### config.mk
export PLATFORM = sky130hd
export DESIGN_NAME = ext_page_seq
export DESIGN_NICKNAME = d
export VERILOG_FILES = /design/src/rtl/ext_page_pkg.sv /design/src/rtl/ext_page_latch.sv /design/src/rtl/ext_page_counter.sv /design/src/rtl/ext_page_addr.sv /design/src/rtl/ext_page_seq.sv
export SDC_FILE = /design/constraint.sdc
export NUM_CORES = 1
export LEC_CHECK = 0
export BUFFER_PORTS_ARGS = -buffer_cell sky130_fd_sc_hd__buf_2
export CAP_MARGIN = 40
export CORE_UTILIZATION = 40
export CTS_BUF_LIST = sky130_fd_sc_hd__clkbuf_16
export CTS_CLUSTER_DIAMETER = 100
export DETAILED_ROUTE_END_ITERATION = 12
export PLACE_DENSITY = 0.79
export RECOVER_POWER = 25
export SKIP_CTS_REPAIR_TIMING = 1
export SYNTH_ARGS = -nofsm -noshare
export SYNTH_HDL_FRONTEND = slang
export SYNTH_SLANG_ARGS = --single-unit
### constraint.sdc
create_clock -name clk -period 2.2 [get_ports clk]
set_input_delay 0.33 -clock clk [delete_from_list [all_inputs] [get_ports clk]]
set_output_delay 0.33 -clock clk [all_outputs]
set_load 0.02 [all_outputs]
### src/rtl/ext_page_pkg.sv
package ext_page_pkg;

    typedef enum logic [1:0] {
        S_IDLE   = 2'd0,
        S_WINDOW = 2'd1,
        S_FINAL  = 2'd2
    } win_state_t;

endpackage

### src/rtl/ext_page_latch.sv
module ext_page_latch #(
    parameter int PAGE_W = 10
) (
    input  logic              clk,
    input  logic              rst,
    input  logic              capture,
    input  logic              use_imm,
    input  logic [PAGE_W-1:0] reg_page,
    input  logic [PAGE_W-1:0] imm_page,
    output logic [PAGE_W-1:0] page_q
);

    logic [PAGE_W-1:0] page_sel;

    always_comb begin
        page_sel = use_imm ? imm_page : reg_page;
    end

    always_ff @(posedge clk) begin
        if (rst) begin
            page_q <= '0;
        end else if (capture) begin
            page_q <= page_sel;
        end
    end

    // a capture takes the operand picked by the source select
    a_r6_page_source: assert property (@(posedge clk) disable iff (rst)
        capture |=> page_q == (($past(use_imm)) ? $past(imm_page) : $past(reg_page)));

    // without a capture the stored page is held
    a_r8_page_hold: assert property (@(posedge clk) disable iff (rst)
        !capture |=> $stable(page_q));

endmodule

### src/rtl/ext_page_counter.sv
module ext_page_counter #(
    parameter int LEN_W = 2
) (
    input  logic             clk,
    input  logic             rst,
    input  logic             clr,
    input  logic             load,
    input  logic [LEN_W-1:0] len_code,
    input  logic             dec,
    output logic [$clog2((1 << LEN_W) + 1)-1:0] remain
);

    localparam int MAX_LEN = 1 << LEN_W;
    localparam int CNT_W   = $clog2(MAX_LEN + 1);

    logic [CNT_W-1:0] load_val;

    always_comb begin
        load_val = CNT_W'(len_code) + CNT_W'(1);
    end

    always_ff @(posedge clk) begin
        if (rst || clr) begin
            remain <= '0;
        end else if (load) begin
            remain <= load_val;
        end else if (dec && remain != '0) begin
            remain <= remain - CNT_W'(1);
        end
    end

    // the count never leaves the legal range
    a_r2_count_range: assert property (@(posedge clk) disable iff (rst)
        remain <= CNT_W'(MAX_LEN));

    // no step, no load, no clear leaves the count alone
    a_r9_count_hold: assert property (@(posedge clk) disable iff (rst)
        (!clr && !load && !dec) |=> $stable(remain));

    // a clear empties the count
    a_r7_count_clear: assert property (@(posedge clk) disable iff (rst)
        clr |=> remain == '0);

endmodule

### src/rtl/ext_page_addr.sv
module ext_page_addr #(
    parameter int PAGE_W = 10,
    parameter int OFS_W  = 14
) (
    input  logic                    active,
    input  logic [PAGE_W-1:0]       ovr_page,
    input  logic [PAGE_W-1:0]       dpp_page,
    input  logic [OFS_W-1:0]        offset,
    output logic [PAGE_W+OFS_W-1:0] eff_addr
);

    logic [PAGE_W-1:0] page_used;

    always_comb begin
        page_used = active ? ovr_page : dpp_page;
        eff_addr  = {page_used, offset};
    end

endmodule

### src/rtl/ext_page_seq.sv
module ext_page_seq
    import ext_page_pkg::*;
#(
    parameter int PAGE_W = 10,
    parameter int OFS_W  = 14,
    parameter int LEN_W  = 2
) (
    input  logic                    clk,
    input  logic                    rst,
    input  logic                    pfx_valid,
    input  logic                    pfx_use_imm,
    input  logic [PAGE_W-1:0]       pfx_reg_page,
    input  logic [PAGE_W-1:0]       pfx_imm_page,
    input  logic [LEN_W-1:0]        pfx_len_code,
    input  logic                    instr_retire,
    input  logic                    trap_b,
    input  logic [PAGE_W-1:0]       dpp_page,
    input  logic [OFS_W-1:0]        addr_offset,
    output logic [PAGE_W+OFS_W-1:0] eff_addr,
    output logic                    ext_sfr_sel,
    output logic                    irq_lock
);

    localparam int MAX_LEN = 1 << LEN_W;
    localparam int CNT_W   = $clog2(MAX_LEN + 1);

    win_state_t        state, state_nx;
    logic [CNT_W-1:0]  remain;
    logic [PAGE_W-1:0] page_q;
    logic              do_load;
    logic              do_step;
    logic              window_on;

    // trap first, then prefix, then ordinary retire
    always_comb begin
        do_load = pfx_valid && !trap_b;
        do_step = instr_retire && !pfx_valid && !trap_b;
    end

    always_comb begin
        state_nx = state;
        unique case (state)
            S_IDLE: begin
                if (do_load) begin
                    state_nx = (pfx_len_code == '0) ? S_FINAL : S_WINDOW;
                end
            end
            S_WINDOW: begin
                if (trap_b) begin
                    state_nx = S_IDLE;
                end else if (do_load) begin
                    state_nx = (pfx_len_code == '0) ? S_FINAL : S_WINDOW;
                end else if (do_step && remain == CNT_W'(2)) begin
                    state_nx = S_FINAL;
                end
            end
            S_FINAL: begin
                if (trap_b) begin
                    state_nx = S_IDLE;
                end else if (do_load) begin
                    state_nx = (pfx_len_code == '0) ? S_FINAL : S_WINDOW;
                end else if (do_step) begin
                    state_nx = S_IDLE;
                end
            end
            default: state_nx = S_IDLE;
        endcase
    end

    always_ff @(posedge clk) begin
        if (rst) begin
            state <= S_IDLE;
        end else begin
            state <= state_nx;
        end
    end

    always_comb begin
        window_on   = (state != S_IDLE);
        irq_lock    = window_on;
        ext_sfr_sel = window_on;
    end

    ext_page_counter #(.LEN_W(LEN_W)) u_count (
        .clk      (clk),
        .rst      (rst),
        .clr      (trap_b),
        .load     (do_load),
        .len_code (pfx_len_code),
        .dec      (do_step),
        .remain   (remain)
    );

    ext_page_latch #(.PAGE_W(PAGE_W)) u_page (
        .clk      (clk),
        .rst      (rst),
        .capture  (do_load),
        .use_imm  (pfx_use_imm),
        .reg_page (pfx_reg_page),
        .imm_page (pfx_imm_page),
        .page_q   (page_q)
    );

    ext_page_addr #(.PAGE_W(PAGE_W), .OFS_W(OFS_W)) u_addr (
        .active   (window_on),
        .ovr_page (page_q),
        .dpp_page (dpp_page),
        .offset   (addr_offset),
        .eff_addr (eff_addr)
    );

    // machine state and the counter agree on whether a window is open
    a_r2_state_matches_count: assert property (@(posedge clk) disable iff (rst)
        (state == S_IDLE) == (remain == '0));

    // a prefix that is not trapped opens the window on the next cycle
    a_r2_open: assert property (@(posedge clk) disable iff (rst)
        (pfx_valid && !trap_b) |=> irq_lock);

    // the last covered retire closes the window
    a_r2_close: assert property (@(posedge clk) disable iff (rst)
        (state == S_FINAL && instr_retire && !pfx_valid && !trap_b) |=> !irq_lock);

    // a class B trap always closes the window
    a_r7_trap_abort: assert property (@(posedge clk) disable iff (rst)
        trap_b |=> !irq_lock);

    // open window drives the captured page
    a_r3_page_override: assert property (@(posedge clk) disable iff (rst)
        irq_lock |-> eff_addr[PAGE_W+OFS_W-1:OFS_W] == page_q);

    // closed window passes the normal page through
    a_r5_page_normal: assert property (@(posedge clk) disable iff (rst)
        !irq_lock |-> eff_addr[PAGE_W+OFS_W-1:OFS_W] == dpp_page);

    // in idle, retires and traps without a prefix keep it closed
    a_r11_idle_quiet: assert property (@(posedge clk) disable iff (rst)
        (state == S_IDLE && !pfx_valid) |=> state == S_IDLE);

endmodule

* Word-level counts from Yosys, hierarchy flattened
Index checks and enable logic that the tools add are counted.
** Cells by class
- Mux-type cells :: 13
- Reductions and logical operators :: 14
- Add/sub/neg operators :: 2
- Eq/ne operators :: 6
** Operator list (number)
- $mux 10 :: 2
- $mux 2 :: 8
- $ne 4x4->1 const B :: 2
- $mux 3 :: 2
- $pmux 2 s3 :: 1
- $logic_and 1x1->1 :: 5
- $logic_not 2->1 :: 2
- $reduce_bool 2->1 :: 2
- $add 2x1->3 const B :: 1
- $eq 3x2->1 const B :: 1
- $reduce_and 3->1 :: 1
- $reduce_bool 3->1 :: 1
- $sub 3x1->3 const B :: 1
- $eq 2x1->1 const B :: 1
- $eq 2x2->1 const B :: 1
- $logic_not 1->1 :: 2
- $ne 2x2->1 const B :: 1
- $logic_or 1x1->1 :: 1
** Storage, ports and cells
- Input port bits :: 52
- Bits in registers :: 15
- Word-level logic and storage cells :: 38

* Depth between registers and ports, before layout
Gate-level depths: netlist of run 1.
- Depth after elaboration :: 8
- Mapped depth :: 7

* By module
From an unflattened synthesis of run 1, not the netlist that was laid out.
** Second synthesis, totals
- Cell total of the unflattened synthesis :: 111
- Area, all modules :: 1083.5 µm²
** Modules (own cells, without submodules)
- ext_page_latch :: times used 1, area each 436.7 µm², cells an instance 44, seq. area each 200.2 µm²
- ext_page_addr :: times used 1, area each 266.5 µm², cells an instance 25, seq. area each 0.0 µm²
- ext_page_counter :: times used 1, area each 198.9 µm², cells an instance 21, seq. area each 60.1 µm²
- ext_page_seq :: times used 1, area each 181.4 µm², cells an instance 21, seq. area each 40.0 µm²

* Worst setup path after synthesis of run 1
Ideal clock, no wire load.
- Path type :: register to register
- Start point :: register u_count.remain[0]
- End point :: register u_count.remain[1]
- Period minus slack after synthesis :: 1.602 ns
- Stages on the path, launching flop included :: 8
- Library setup time :: 0.112 ns
- Arrival time :: 1.490 ns
- Buffers on the path :: 0
- Slack :: 0.598 ns
- Cells stage by stage :: dfxtp_1 inv_1 ha_1 ha_1 nand2b_1 a21oi_1 nor2_1 a2111oi_1
** Between the ends
- Word-level cells in the longest chain between the ends :: 3
- Elaborated cells between the ends (all ways) :: 6
** RTL lines
- from (decl) :: line ext_page_counter.sv:10 : output logic [$clog2((1 << LEN_W) + 1)-1:0] remain
- from (signal assigned) :: line ext_page_counter.sv:26 : remain <= load_val;
- from (signal assigned) :: line ext_page_counter.sv:28 : remain <= remain - CNT_W'(1);
- $sub 3x1->3 or $reduce_bool 3->1 (tied branches) :: line ext_page_counter.sv:28, ext_page_counter.sv:27
- $mux 3 or $logic_and 1x1->1 (tied branches) :: line ext_page_counter.sv:27 : end else if (dec && remain != '0) begin
- $mux 3 or $reduce_bool 2->1 (tied branches)
Several ways; a longest one is shown, not always the timed one. The select of a mux whose other input is x is not followed.
A chain may end at the register's enable or synchronous reset.

* Worst setup path after layout of run 1
- Start point :: register u_count.remain[0]
- End point :: register u_count.remain[2]
The elaborated chain is that of the path after synthesis.

==> impl_metrics.tcl, run 1 <==
set metrics [dict create \
    startpoint "u_count.remain[0]$_SDFFE_PP0P_" \
    die_h_um 54.1 \
    synth-xor-area-share_pct 0.806 \
    cts.sinks 15 \
    std_cell_rows 18 \
    drt_wl_total_mm 2.48 \
    worstSkewPairLatency_ps 240 \
    yosys.area.top_type "dfxtp_1" \
    peakVddDrop_mv 0.392 \
    yosysSeqAreaShare_pct 27.6 \
    io_pins 78 \
    htree_num_levels 1 \
    grt_pass1_wl_mm 3.76 \
    synth_edf_count 0 \
    synth-seq-cells 15 \
    routedWlPerCell_um 13.5 \
    synth_area_sq_mm 0.00109 \
    hp-start "pfx_len_code[0]" \
    crit_chain "inv_1, ha_1, ha_1, nand2b_1, a21oi_1, nor2_1, a2111oi_1" \
    critical_path_class "flip-flop to flip-flop" \
    rr_startpoint "u_count.remain[0]$_SDFFE_PP0P_" \
    num_vias 930 \
    synth_area_leaders "dfxtp_1 (28%), buf_4 (12%), mux2_2 (10%)" \
    post-route-period-util_pct 83.3 \
    crit_family "compound AO/OA/AOI/OAI gates" \
    outcome "complete, no violations" \
    synthAdderAreaFrac_pct 6.91 \
    setup.worst_path.start_class "flip-flop" \
    timing.fmax_mhz 546 \
    grt-ovfl-total 0 \
    cp.depth 7 \
    cp_slowest_cell "a2111oi_1" \
    syn_area_per_cell_sq_um 8.90 \
    via_per_inst 5.05 \
    setup_tns_ps 0 \
    yosys_warnings 0 \
    antenna_left 0 \
    hp-class "input port to flip-flop" \
    async_reset_ff_share_pct 0 \
    path_max_fanout 4 \
    drtIter0Drc 9 \
    synth_compound_area_share_pct 15.2 \
    numCtsBuffers 3 \
    antenna_found_initial 0 \
    die_w_um 54.1 \
    synth_top_family_by_area "multiplexers" \
    dp_cells 180 \
    final_max_slew_viol_count 0 \
    cts_tree "yes" \
    grt_pass1_vias 932 \
    synthSimpleGateAreaFrac_pct 12.6 \
    synth_cells 122 \
    synthMuxAreaShare_pct 19.6 \
    p_leak_uw 0.000626 \
    layout.cells.non_filler 184 \
    hold_depth 2 \
    portBuffers 49 \
    cp_data_arrival_time_ps 1960 \
    p_per_area_mw_per_mm2 650 \
    synthesis.nets 180 \
    dr.max_layer_used "met4" \
    ff2ff_path_depth 7 \
    clk_pin_slew_ps 50 \
    reg2reg_slack_ps 370 \
    dp_hpwl_mm 1.83 \
    max_stage_delay_ps 360 \
    grt_start_max_net_pins 27 \
    grt_setup_unrepaired "false" \
    layout.nets 213 \
    multi_input_area_sq_um 598 \
    power_uw 844 \
    synth_flop_cell "dfxtp_1" \
    drive_gt1_share_pct 43.5 \
    clockRootBuffer "clkbuf_16" \
    netlist_top_cells_count "nor2_1 (18), buf_4 (17), dfxtp_1 (15)" \
    finalHoldViolations 0 \
    netlist.area_leader.share_pct 27.6 \
    cp-end-kind "flip-flop" \
    wl_met3_um 111 \
    area_growth_pct 19.6 \
    max-slew-margin-rel_pct 63.0 \
    setup_viol 0 \
    fill_cells 237 \
    place_congestion 0.754 \
    cap_violations 0 \
    cts_buffer_depth 2 \
    cp_num_buf_inv 1 \
    final.min_clock_period_ps 1830 \
    fin_hold_ws_ps 321 \
    regArea_sq_um 300 \
    coreArea_sq_mm 0.00252 \
    wl_met1_um 945 \
    wl_met2_mm 1.36 \
    synth_most_common_cell "nor2_1" \
    finClkSkew_ps 0.277 \
    start_util_pct 43.1 \
    crit_end "u_count.remain[2]$_SDFFE_PP0P_" \
    synth_cell_type_count 30 \
    cp_common_cell "ha_1" \
    track_usage_pct 17.8 \
    diodes 0 \
    drc 0 \
    dieArea_sq_mm 0.00293 \
    cp.required_ps 2330 \
    regToRegEndpoint "u_count.remain[2]$_SDFFE_PP0P_" \
    firstDrtPassIters 4 \
    worst_slew_pin_slew_ps 554 \
]
==> per-layer routing <==
metal / track usage (%) / vias up
li1: - / 479
met1: 17.4 / 412
met2: 33.7 / 27
met3: 3.95 / 12
met4: 9.83 / 0
met5: 0 / -
==> flip-flops by register name (all words and copies together) (netlist names) <==
name / count
u_count.remain: 3
u_page.page_q: 10
state: 2
==> how the worst min path moves through the flow <==
stage / endpoint / slack, ps
finish: u_count.remain[0]$_SDFFE_PP0P_ / 320
global route: u_count.remain[0]$_SDFFE_PP0P_ / 360
CTS: u_count.remain[0]$_SDFFE_PP0P_ / 320
detailed placement: u_page.page_q[0]$_SDFFE_PP0P_ / 490
global placement: u_page.page_q[4]$_SDFFE_PP0P_ / 490
floorplan: state[0]$_SDFFE_PP0P_ / 410
==> worst reg2reg max path, cell delays in order (launching register included) <==
cell and delay [ps]:
dfxtp_1 350, inv_1 70, ha_1 210, ha_1 180
nand2b_1 170, a21oi_1 310, nor2_1 70, a2111oi_1 360
==> stage by stage <==
step | cell area, sq um | util [%] | setup WS (ps)
3_5_place_dp | 1220 | 48.3 | 377
2_1_floorplan | 1090 | - | 598
6_report | 1300 | 51.5 | 367
3_3_place_gp | 1220 | 48.3 | 546
5_1_grt | 1300 | 51.5 | 274
4_1_cts | 1300 | 51.5 | 367
==> where the power goes <==
group          internal [uW]  total [uW]  switching (uW)  leakage (uW)
Clock                    243         354             112     0.0000409
Sequential               289         299            10.6      0.000123
Combinational           90.0         190             100      0.000462
==> cells in the final DEF (no fill, tap or decap), types with 2 or more instances in the layout <==
cell	Yosys	routed
dfxtp_1	15	15
mux2_2	10	10
a2111oi_1	2	2
nor2_1	18	18
clkbuf_16	0	3
a21oi_1	3	3
a211oi_1	10	10
mux2i_1	10	10
inv_1	8	8
a21oi_2	2	2
buf_2	2	49
ha_1	6	6
nand2_1	2	2
==> cell type report <==
| class | count | area share [%] |
|---|---|---|
| clock inverters | 1 | 0.385 |
| well taps | 30 | 2.89 |
| flip-flops and latches | 15 | 23.1 |
| repair buffers | 50 | 19.5 |
| multi-input cells | 77 | 46.0 |
| clock buffers | 3 | 5.78 |
| inverters | 8 | 2.31 |
==> cell families (layout without fill, tap and decap cells) <==
| family | Yosys count | after routing |
|---|---|---|
| buf+inv | 30 | 62 |
| simple gates | 28 | 28 |
| compound gates | 22 | 22 |
| mux | 20 | 20 |
| flops | 15 | 15 |
| fa+ha+maj | 6 | 6 |
| xor+xnor | 1 | 1 |
Note: power is estimated with default switching activity, not from simulation.
==> run 2: changes to the inputs <==
--- a/config.mk
+++ b/config.mk
@@ -7,11 +7,11 @@
 export LEC_CHECK = 0
 export BUFFER_PORTS_ARGS = -buffer_cell sky130_fd_sc_hd__buf_2
 export CAP_MARGIN = 40
-export CORE_UTILIZATION = 40
+export CORE_UTILIZATION = 36
 export CTS_BUF_LIST = sky130_fd_sc_hd__clkbuf_16
 export CTS_CLUSTER_DIAMETER = 100
 export DETAILED_ROUTE_END_ITERATION = 12
-export PLACE_DENSITY = 0.79
+export PLACE_DENSITY = 0.75
 export RECOVER_POWER = 25
 export SKIP_CTS_REPAIR_TIMING = 1
 export SYNTH_ARGS = -nofsm -noshare
==> constraint.sdc (replaced) <==
create_clock -name clk -period 1.6 [get_ports clk]
set_input_delay 0.24 -clock clk [delete_from_list [all_inputs] [get_ports clk]]
set_output_delay 0.24 -clock clk [all_outputs]
set_load 0.02 [all_outputs]
==> impl_metrics.tcl, run 2 (synthesis gave the netlist of run 1 again) <==
set metrics [dict create \
    dieArea_sq_mm 0.00324 \
    final_core_util_pct 52.4 \
    p_leak_uw 0.000706 \
    final_max_slew_viol_count 0 \
    max-slew-margin-rel_pct 78.6 \
    coreArea_sq_mm 0.00281 \
    drc 6 \
    fill_cells 261 \
    drtIter0Drc 16 \
    place_area_sq_mm 0.00125 \
    layout_setup_ws_ps -3.77 \
    antenna_left 0 \
    grt_pass1_vias 918 \
    fin_hold_ws_ps 229 \
    std_cell_rows 19 \
    cp-end-kind "output port" \
    layout.nets 219 \
    htree_num_levels 1 \
    hold_depth 2 \
    worstSkewPairLatency_ps 240 \
    pwr-share-seq_pct 33.7 \
    diodes 0 \
    final_common_cell "buf_2" \
    largest-register "u_page.page_q" \
    numCtsBuffers 3 \
    combPwrFrac_pct 27.2 \
    cap_violations 0 \
    cp_slowest_cell "dfxtp_4" \
    grt_start_max_net_pins 18 \
    p_per_area_mw_per_mm2 828 \
    p_sw_uw 318 \
    track_usage_pct 15.4 \
    detailedPlace.worstSlack_ps -119 \
    p_int_uw 899 \
    setup_viol 1 \
    largest_reg_flops 10 \
    via_per_inst 5.06 \
    crit_chain "nor2_4, buf_6, mux2_2, buf_6" \
    grt_setup_unrepaired "true" \
    path_max_fanout 6 \
    routedWlPerCell_um 12.9 \
    die_h_um 56.9 \
    clockRootBuffer "clkbuf_16" \
    cts_buffer_depth 2 \
    grt-ovfl-total 0 \
    outcome "finished with violations" \
    peakVddDrop_mv 0.797 \
    cts_tree "yes" \
    grt_pass1_wl_mm 3.85 \
    die_w_um 56.9 \
    cts.sinks 15 \
    switching_share_pct 26.1 \
    reg_top3 "u_page.page_q (10), u_count.remain (3), state (2)" \
    area_growth_pct 35.3 \
    portBuffers 49 \
    start_util_pct 38.7 \
    cp_common_cell "buf_6" \
    timing.fmax_mhz 624 \
    post-route-period-util_pct 100 \
    final_area_sq_mm 0.00147 \
    cp.required_ps 1360 \
    clk_pin_slew_ps 50 \
    drt_wl_total_mm 2.47 \
    firstDrtPassIters 8 \
    critical_path_class "flip-flop to output port" \
    io_pins 78 \
    num_vias 967 \
    drive_gt1_share_pct 50.0 \
    dp_hpwl_mm 1.83 \
    cp_data_arrival_time_ps 1360 \
    setup_tns_ps -3.77 \
    hp-class "input port to flip-flop" \
    layout_common_cells "buf_2 (39), nor2_1 (17), dfxtp_1 (13), buf_6 (12)" \
    finClkSkew_ps 0.487 \
    place_congestion 0.781 \
    antenna_found_initial 0 \
    clkPwrFrac_pct 39.1 \
    violations "design-rule violations, negative setup slack" \
    ff2ff_path_depth 6 \
    final.min_clock_period_ps 1600 \
    setup.worst_path.start_class "flip-flop" \
    finalHoldViolations 0 \
    worst_slew_pin_slew_ps 321 \
    max_stage_delay_ps 350 \
]
-- run 2: cell types whose count changed in the layout (fill, tap and decap cells not counted), moves of 2 or more --
cell	previous run	this run
buf_6	0	12
buf_2	49	39
buf_4	1	5
a2111oi_2	0	3
a2111oi_1	2	0
dfxtp_1	15	13
mux2_2	10	8
mux2_4	0	2
-- run 2: metal layers --
metal  share of wire, %  track usage (%)  vias to the layer above
met5                  0                0                        -
met2                 52             28.4                       30
met4                1.9             5.57                        0
met1                 39             16.1                      443
met3                6.5             5.07                        7
li1                   -                -                      487
-- run 2: cell type report --
type	instances	area (sq um)	area share, %
multi-input combinational	77	648	44.1
timing repair buffer	56	368	25.0
inverter	8	30.0	2.04
tap	31	38.8	2.64
clock inverter	1	3.75	0.256
sequential	15	305	20.8
clock buffer	3	75.1	5.11
-- run 2: power by group through the flow --
stage                     sequential, uW  clock [uW]  combinational [uW]
after floorplan                      415           0                 231
after global placement               416           0                 262
after detailed placement             417           0                 270
after CTS                            410         487                 271
after global routing                 413         506                 361
final                                410         476                 331
-- run 2: path summary, 6_finish.rpt --
path,slack (ps),startpoint,end
setup / recovery,-4,state[1]$_SDFFE_PP0P_,eff_addr[16]
hold / removal,230,pfx_len_code[0],u_count.remain[0]$_SDFFE_PP0P_
setup reg to reg,100,u_count.remain[0]$_SDFFE_PP0P_,u_count.remain[2]$_SDFFE_PP0P_
hold reg to reg,500,u_page.page_q[5]$_SDFFE_PP0P_,u_page.page_q[5]$_SDFFE_PP0P_
-- run 2: metrics by stage --
stage / total power [uW] / instances
6_report: 1220 / 191
5_1_grt: 1280 / 191
4_1_cts: 1170 / 188
3_5_place_dp: 687 / 184
3_3_place_gp: 677 / 184
2_1_floorplan: 646 / 122
-- run 2: worst max-delay path: cells and delay by family (launching register included) --
family	cells	cell delay (ps)
buffers and inverters	2	290
flip-flops	1	350
multiplexers	1	350
AND/OR/NAND/NOR	1	130
==> run 3: changes to the inputs <==
--- a/config.mk
+++ b/config.mk
@@ -8,7 +8,6 @@
 export BUFFER_PORTS_ARGS = -buffer_cell sky130_fd_sc_hd__buf_2
 export CAP_MARGIN = 40
 export CORE_UTILIZATION = 36
-export CTS_BUF_LIST = sky130_fd_sc_hd__clkbuf_16
 export CTS_CLUSTER_DIAMETER = 100
 export DETAILED_ROUTE_END_ITERATION = 12
 export PLACE_DENSITY = 0.75
==> impl_metrics.tcl, run 3 (synthesis gave the netlist of run 1 again) <==
set metrics [dict create \
    setup_viol 6 \
    holdPathEnd "u_count.remain[0]$_SDFFE_PP0P_" \
    grt_pass1_wl_mm 3.80 \
    ff2ff_path_depth 7 \
    coreArea_sq_mm 0.00281 \
    post-route-period-util_pct 102 \
    cts.sinks 15 \
    antenna_left 0 \
    drt_wl_total_mm 2.59 \
    via_per_inst 5.13 \
    clk_pin_slew_ps 90 \
    path_max_fanout 6 \
    grt_pass1_vias 917 \
    firstDrtPassIters 8 \
    die_w_um 56.9 \
    grt-ovfl-total 0 \
    worst_slew_pin_slew_ps 325 \
    violations "design-rule violations, negative setup slack" \
    cap_violations 0 \
    num_vias 980 \
    portBuffers 49 \
    reg_top3 "u_page.page_q (10), u_count.remain (3), state (2)" \
    wl_met2_mm 1.38 \
    htree_num_levels 1 \
    io_pins 78 \
    outcome "finished with violations" \
    dr.max_layer_used "met4" \
    worstSkewPairLatency_ps 280 \
    layout.cells.non_filler 191 \
    cts_tree "yes" \
    dieArea_sq_mm 0.00324 \
    p_per_area_mw_per_mm2 667 \
    drtIter0Drc 35 \
    largest-register "u_page.page_q" \
    antenna_found_initial 0 \
    cp_data_arrival_time_ps 1390 \
    finalHoldViolations 0 \
    wl_met1_mm 1.00 \
    start_util_pct 38.7 \
    drc 6 \
    peakVddDrop_mv 0.554 \
    finClkSkew_ps 6.54 \
    timing.fmax_mhz 615 \
    drive_gt1_share_pct 50.6 \
    numCtsBuffers 3 \
    wl_met3_um 156 \
    final_common_cell "buf_2" \
    fin_hold_ws_ps 184 \
    setup.worst_path.start_class "flip-flop" \
    track_usage_pct 14.8 \
    dp_cells 184 \
    final_core_util_pct 51.6 \
    rr_startpoint "u_count.remain[0]$_SDFFE_PP0P_" \
    routedWlPerCell_um 13.6 \
    layout_common_cells "buf_2 (39), nor2_1 (17), buf_6 (12), dfxtp_1 (12)" \
    regToRegEndpoint "u_count.remain[2]$_SDFFE_PP0P_" \
    regArea_sq_um 307 \
    final.min_clock_period_ps 1630 \
    die_h_um 56.9 \
    cts_buffer_depth 2 \
    area_growth_pct 33.3 \
    layout_setup_ws_ps -26.5 \
    clockRootBuffer "clkbuf_4" \
    layout.nets 219 \
    max-slew-margin-rel_pct 78.4 \
    critical_path_class "flip-flop to output port" \
    diodes 0 \
    final_max_slew_viol_count 0 \
    cp.required_ps 1360 \
    hold_depth 2 \
    hp-start "pfx_len_code[0]" \
    std_cell_rows 19 \
    grt_setup_unrepaired "true" \
    place_congestion 0.781 \
    cp-end-kind "output port" \
    largest_reg_flops 10 \
    p_leak_uw 0.000719 \
    reg2reg_slack_ps 50 \
    hp-class "input port to flip-flop" \
    grt_start_max_net_pins 18 \
    dp_hpwl_mm 1.83 \
    fill_cells 257 \
    multi_input_area_sq_um 678 \
]
## run 3: worst max-delay path, stage by stage, from the launching register on
cell     delay, ps
dfxtp_4        360
nor2_4         130
buf_6          160
mux2_4         330
buf_6          140
## run 3: how the worst max path moves through the flow
stage,endpoint,cells past startpoint,slack [ps],startpoint
after global placement,u_count.remain[2]$_SDFFE_PP0P_,7,30,u_count.remain[0]$_SDFFE_PP0P_
after detailed placement,u_count.remain[1]$_SDFFE_PP0P_,7,-120,u_count.remain[0]$_SDFFE_PP0P_
final,eff_addr[20],4,-30,state[1]$_SDFFE_PP0P_
after floorplan,u_count.remain[1]$_SDFFE_PP0P_,7,50,u_count.remain[0]$_SDFFE_PP0P_
after global routing,eff_addr[20],4,-90,state[1]$_SDFFE_PP0P_
after CTS,u_count.remain[1]$_SDFFE_PP0P_,7,-140,u_count.remain[0]$_SDFFE_PP0P_
## run 3: cell type report
cell class / instances / area share, %
multi-input combinational: 77 / 46.8
clock buffer: 4 / 1.82
inverter: 8 / 2.07
timing repair buffer: 56 / 25.4
tap: 31 / 2.68
sequential: 15 / 21.2
## run 3: report_power, final
part | internal, uW | total, uW | switching (uW) | leakage, uW
Combinational | 183 | 349 | 166 | 0.000579
Sequential | 395 | 409 | 13.7 | 0.000125
Clock | 96.6 | 208 | 112 | 0.0000150
## run 3: routing by layer
metal	global-route usage, %	up-vias
li1	-	488
met1	15.8	457
met2	28.6	31
met3	4.38	4
met4	2.44	0
met5	0	-
## run 3: through the flow
stage	power [uW]	setup slack (ps)	instance area, sq um	TNS, ps
4_1_cts	895	-139	1270	-1380
3_3_place_gp	677	27.9	1250	0
5_1_grt	1020	-92.3	1450	-626
3_5_place_dp	687	-119	1250	-338
2_1_floorplan	646	48.2	1090	0
6_report	966	-26.5	1450	-67.6
